[src/rtl/csa_pkg.sv]
package csa_pkg;

  function automatic logic gen_bit(input logic x, input logic y);
    return x & y;
  endfunction

  function automatic logic prop_bit(input logic x, input logic y);
    return x ^ y;
  endfunction

  // one AND-OR stage: carry out of a cell given its generate, propagate and carry in
  function automatic logic and_or(input logic g, input logic p, input logic c);
    return g | (p & c);
  endfunction

endpackage

[src/rtl/csa_pg.sv]
module csa_pg #(
  parameter int W = 16
) (
  input  logic [W-1:0] a,
  input  logic [W-1:0] b,
  output logic [W-1:0] g,
  output logic [W-1:0] p
);
  import csa_pkg::*;

  for (genvar i = 0; i < W; i++) begin : g_bit
    assign g[i] = gen_bit(a[i], b[i]);
    assign p[i] = prop_bit(a[i], b[i]);
  end

  // a bit never both generates and propagates
  always_comb begin
    a_r2_pg_exclusive: assert ((g & p) == '0)
      else $error("bit generates and propagates at once");
  end

endmodule

[src/rtl/csa_group.sv]
module csa_group #(
  parameter int GRP = 4
) (
  input  logic [GRP-1:0] g,
  input  logic [GRP-1:0] p,
  input  logic           cin,
  output logic [GRP-1:0] cin_bits,
  output logic           cout,
  output logic           skip
);
  import csa_pkg::*;

  logic rip;

  always_comb begin
    logic c;
    c = cin;
    for (int i = 0; i < GRP; i++) begin
      cin_bits[i] = c;
      c = and_or(g[i], p[i], c);
    end
    rip  = c;
    skip = &p;
    cout = skip ? cin : rip;
  end

  always_comb begin
    // the bypass path and the ripple path agree whenever the bypass is taken
    if (skip) begin
      a_r3_skip_matches_ripple: assert (rip == cin)
        else $error("bypass carry differs from rippled carry");
    end
    // a generating bit rules out the bypass
    if (|g) begin
      a_r4_gen_blocks_skip: assert (!skip)
        else $error("group with a generating bit selected bypass");
    end
    // a group of killing bits emits no carry
    if ((g | p) == '0) begin
      a_r5_kill_stops_carry: assert (cout == 1'b0)
        else $error("killed group produced a carry");
    end
  end

endmodule

[src/rtl/csa_sum.sv]
module csa_sum #(
  parameter int W = 16
) (
  input  logic [W-1:0] p,
  input  logic [W-1:0] c,
  output logic [W-1:0] s
);
  assign s = p ^ c;
endmodule

[src/rtl/carry_skip_adder.sv]
module carry_skip_adder #(
  parameter int WIDTH = 16,
  parameter int GRP   = 4
) (
  input  logic [WIDTH-1:0] a,
  input  logic [WIDTH-1:0] b,
  input  logic             cin,
  output logic [WIDTH-1:0] sum,
  output logic             cout
);
  localparam int NGRP = (GRP > 0) ? WIDTH / GRP : 1;

  // width must split into whole groups
  if (GRP < 1 || (WIDTH % GRP) != 0) begin : g_bad_split
    $error("WIDTH must be a positive multiple of GRP");
  end

  logic [WIDTH-1:0] g_vec;
  logic [WIDTH-1:0] p_vec;
  logic [WIDTH-1:0] bit_carry;
  logic [NGRP:0]    grp_carry;
  logic [NGRP-1:0]  grp_skip;

  csa_pg #(.W(WIDTH)) u_pg (
    .a (a),
    .b (b),
    .g (g_vec),
    .p (p_vec)
  );

  assign grp_carry[0] = cin;

  for (genvar gi = 0; gi < NGRP; gi++) begin : g_grp
    csa_group #(.GRP(GRP)) u_grp (
      .g        (g_vec[gi*GRP +: GRP]),
      .p        (p_vec[gi*GRP +: GRP]),
      .cin      (grp_carry[gi]),
      .cin_bits (bit_carry[gi*GRP +: GRP]),
      .cout     (grp_carry[gi+1]),
      .skip     (grp_skip[gi])
    );
  end

  csa_sum #(.W(WIDTH)) u_sum (
    .p (p_vec),
    .c (bit_carry),
    .s (sum)
  );

  assign cout = grp_carry[NGRP];

  // the structural result equals plain addition
  always_comb begin
    a_r1_matches_add: assert ({cout, sum} ==
        ({1'b0, a} + {1'b0, b} + {{WIDTH{1'b0}}, cin}))
      else $error("structural sum differs from arithmetic sum");
    // a fully propagating operand pair hands carry-in to carry-out
    if (&grp_skip) begin
      a_r6_full_bypass: assert (cout == cin)
        else $error("all groups bypass but cout differs from cin");
    end
  end

endmodule

[config.mk]
export PLATFORM = sky130hd
export DESIGN_NAME = carry_skip_adder
export DESIGN_NICKNAME = d
export VERILOG_FILES = /design/src/rtl/csa_pkg.sv /design/src/rtl/csa_pg.sv /design/src/rtl/csa_group.sv /design/src/rtl/csa_sum.sv /design/src/rtl/carry_skip_adder.sv
export SDC_FILE = /design/constraint.sdc
export NUM_CORES = 1
export LEC_CHECK = 0
export BUFFER_PORTS_ARGS = -buffer_cell sky130_fd_sc_hd__buf_4
export CORE_MARGIN = 2
export CORE_UTILIZATION = 42
export DETAILED_ROUTE_END_ITERATION = 10
export GPL_TIMING_DRIVEN = 0
export PLACE_DENSITY = 0.9
export REMOVE_ABC_BUFFERS = 1
export SYNTH_ARGS = -nofsm -noshare
export SYNTH_HDL_FRONTEND = slang
export SYNTH_SLANG_ARGS = --single-unit
[constraint.sdc]
create_clock -name vclk -period 10.4
set_input_delay 1.04 -clock vclk [all_inputs]
set_output_delay 1.04 -clock vclk [all_outputs]
set_load 0.01 [all_outputs]
[Word-level counts from Yosys, hierarchy flattened]
Index checks and enable logic that the tools add are counted.
Widths: inputs -> output; s select.
Word-level totals
  flip-flop bits (word level): 0
  logic and storage cells: 73
Operators by class
  mux-type cells: 4
  bitwise logic cells: 65
  reductions and logical operators: 4
Operators by type and width (number)
  $and 1x1->1: 32
  $or 1x1->1: 16
  $reduce_and 4->1: 4
  $xor 1x1->1: 16
  $xor 16x16->16: 1
  $mux 1: 4

[Logic depth before layout (Yosys ltp)]
  word-level depth: 37
  depth in mapped cells: 25

[Modules after synthesis]
A second synthesis with hierarchy kept.
Second synthesis, totals
  cell total of the unflattened synthesis: 76
  area, all modules: 665.6 sq um
By module, submodules not included
  csa_group: instances 4, cells each 11, area each 81.3 sq um, seq. area each 0.0 sq um
  csa_pg: instances 1, cells each 16, area each 200.2 sq um, seq. area each 0.0 sq um
  csa_sum: instances 1, cells each 16, area each 140.1 sq um, seq. area each 0.0 sq um

[Worst setup path after synthesis]
Ideal clock, no wire load.
  path type: input port to output port
  start: input port a[0]
  end: output port sum[15]
  data arrival time: 7743 ps
  required time: 9360 ps
  setup slack: 1617 ps
  stages on the path: 25
  cells stage by stage: inv_1 -> fa_1 -> inv_1 -> fa_1 -> fa_1 -> fa_1 -> mux2_4 -> fa_1 -> fa_1 -> fa_1 -> fa_1 -> a41oi_1 -> nor2_1 -> fa_1 -> fa_1 -> fa_1 -> fa_1 -> nand2_1 -> nand2_1 -> fa_1 -> fa_1 -> fa_1 -> inv_1 -> fa_1 -> inv_1
Between the ends
  word-level cells in the longest chain between the ends: 35
  elaborated cells between the ends (all ways): 37
  those cells by class: 3 x mux; 33 x bitwise; 1 x reduce/logical
RTL lines
  start, declared: line carry_skip_adder.sv:5  | input logic [WIDTH-1:0] a,
  $xor 1x1->1: line csa_pkg.sv:8  | return x ^ y;
  $and 1x1->1: line csa_pkg.sv:13  | return g | (p & c);
  $or 1x1->1: line csa_pkg.sv:13
  $and 1x1->1: line csa_pkg.sv:13
  $or 1x1->1: line csa_pkg.sv:13
  $and 1x1->1: line csa_pkg.sv:13
  $or 1x1->1: line csa_pkg.sv:13
  $and 1x1->1: line csa_pkg.sv:13
  [... 19 more ...]
  $mux 1 (*): line csa_group.sv:24  | cout = skip ? cin : rip;
  $and 1x1->1 (*): line csa_pkg.sv:13
  $or 1x1->1 (*): line csa_pkg.sv:13
  $and 1x1->1 (*): line csa_pkg.sv:13
  $or 1x1->1 (*): line csa_pkg.sv:13
  $and 1x1->1 (*): line csa_pkg.sv:13
  $or 1x1->1 (*): line csa_pkg.sv:13
  $xor 16x16->16 (*): line csa_sum.sv:8  | assign s = p ^ c;
  end, declared: line carry_skip_adder.sv:8  | output logic [WIDTH-1:0] sum,
Every way passes the cells marked *; elsewhere a longest branch is shown, timed or not.

[Final worst setup path]
Same ends and word-level chain as after synthesis.

==> metrics.txt <==
Slew Viols, Final 0; Clock Power Share 0; core footprint 0.001471 mm²; Final WS setup 1.118 ns; hold_buf cts 0; met1 Use GR 0.1903; DP Cell Count 121; Global Route met2 Usage 0.4060; Initial DRC Count 2; Worst Path Class, Setup in2out; Multi-input gate area slightly above 600 µm²; Pleak 0.5628 nW; Max Cap Viol 0; power per cell area 63.45 mW/mm²; Overflow after GRT 0; Fmax 0.1077 GHz; DRC 0; share of layout cells above drive strength 1 0.4952; Syn Inst Count 55; clock buffer count 0; die area 0.001860 mm²; Setup TNS Final 0 ns; Final ANT Viol Nets 0; P&R area growth vs syn 61.48%; pre-CTS setup slack 1.054 ns; Diodes inserted 0; number of global-route vias before repair about 660; Die W 43.13 µm; top cell type's share of synthesized area 0.4981; net load switching power between 20 and 30 µW; IO Pins 50; sequential share of power 0; Core Rows 14; Comb power frac 1.000; Starting Density 0.4371; busiest layer in global routing met2; crit path DAT ~8 ns; Mean Syn Cell Area 11.69 µm²; NumNets Final 172; via count 575; status finished, final reports clean; DP Area a little over 0.001 mm²; RSZ-0062 raised after global routing false; Rel. slew slack 0.8528; Util after Layout 0.7058; Final Hold Fails 0; library cells used by synthesis 11; initial antenna violation count 0; fill count 118; drt first pass iters 4; post-route cell area 0.001039 mm²; crit path launch type input port; Final min period about 9.3 ns; fin crit share 0.8925; largest net degree at the start of global routing 4; switch share 0.4548; Pint approximately 36 µW; DIE HEIGHT 43.13 µm; GR Util All Layers 0.1854; register area 0 µm²; worst hold-check path type in2out; sequential element share of the synthesized area 0; dpl hpwl 1541 µm; routed vias/inst 4.752; post_cts resized 0; global-route wire length before repair 2670 µm; setup violators final 0; Max VDD drop 33.57 µV; Critical Path End Type output pin; main area contributors after synthesis fa_1 50%, ha_1 31%, inv_1 5.3%; Yosys warnings 0; Post-Layout Cell Count 121; most instantiated cells after synthesis 16 x fa_1, 16 x ha_1, 9 x inv_1; post-synth top area cell fa_1; met3 Usage GRT 0.01702; Wirelength per Cell ~13 µm; worst-margin pin slew between 0.2 and 0.25 ns; seq_cells 0; Post-Syn Area 643.1 µm²; DRT Wirelength 1546 µm; I/O Buffers 50; worst endpoint required time 9.36 ns; RePlAce Congestion 0.6921; # Post-CTS Setup Buffers 0; CP max FO 3
-- cell usage in the layout (no fill, tap or decap) --
cell / netlist / routed
a41oi_1: 1 / 1
a21oi_1: 1 / 1
a22oi_1: 1 / 1
nand4_1: 4 / 4
mux2_4: 1 / 1
o21ai_2: 1 / 1
ha_1: 16 / 16
nor2_1: 3 / 3
buf_4: 0 / 50
nand2_1: 2 / 2
fa_1: 16 / 16
inv_1: 9 / 9
-- layout make-up --
| cell class | instances | share of cell area |
|---|---|---|
| Inverter | 9 | 0.03253 |
| Multi-Input combinational cell | 46 | 0.5867 |
| Tap cell | 16 | 0.01928 |
| Timing Repair Buffer | 50 | 0.3614 |
-- through the flow --
step / hold slack (ns) / power (mW)
floorplan: 2.268 / 0.03097
global placement: 2.431 / 0.06327
detailed placement: 2.435 / 0.06705
CTS: 2.435 / 0.06730
global route: 2.454 / 0.07303
finish: 2.431 / 0.06589
-- routing by layer --
metal	routed length (µm)	share of wire
met5	0	0
met2	962	0.62
met4	0	0
met1	461	0.30
met3	121	0.078
-- cell families (layout without fill, tap and decap cells) --
family,Yosys count,after routing,synth area share
adders and majority gates,32,32,0.8093
muxes,1,1,0.02334
AOI/OAI and AO/OA,4,4,0.04669
and+or+nand+nor,9,9,0.06809
buffers and inverters,9,59,0.05253
-- power by group through the flow --
stage | Sequential [mW] | Clock (mW) | Combinational [mW]
finish | 0 | 0 | 0.0659
global route | 0 | 0 | 0.0730
CTS | 0 | 0 | 0.0673
detailed placement | 0 | 0 | 0.0670
global placement | 0 | 0 | 0.0633
floorplan | 0 | 0 | 0.0310
-- final timing paths --
check   from  endpoint  slack, ns  cells after the start
max     a[0]   sum[15]       1.12                     27
min    b[11]   sum[11]       2.43                      3
-- critical path, stage by stage --
cell and delay, ns:
buf_4 0.11, inv_1 0.07, fa_1 0.16, inv_1 0.04, fa_1 0.37, fa_1 0.39, fa_1 0.37, mux2_4 0.30
fa_1 0.40, fa_1 0.39, fa_1 0.39, fa_1 0.37, a41oi_1 0.22, nor2_1 0.10, fa_1 0.38, fa_1 0.38
fa_1 0.38, fa_1 0.39, nand2_1 0.07, nand2_1 0.07, fa_1 0.38, fa_1 0.41, fa_1 0.38, inv_1 0.08
fa_1 0.41, inv_1 0.06, buf_4 0.11
(Power assumes the default switching activity.)
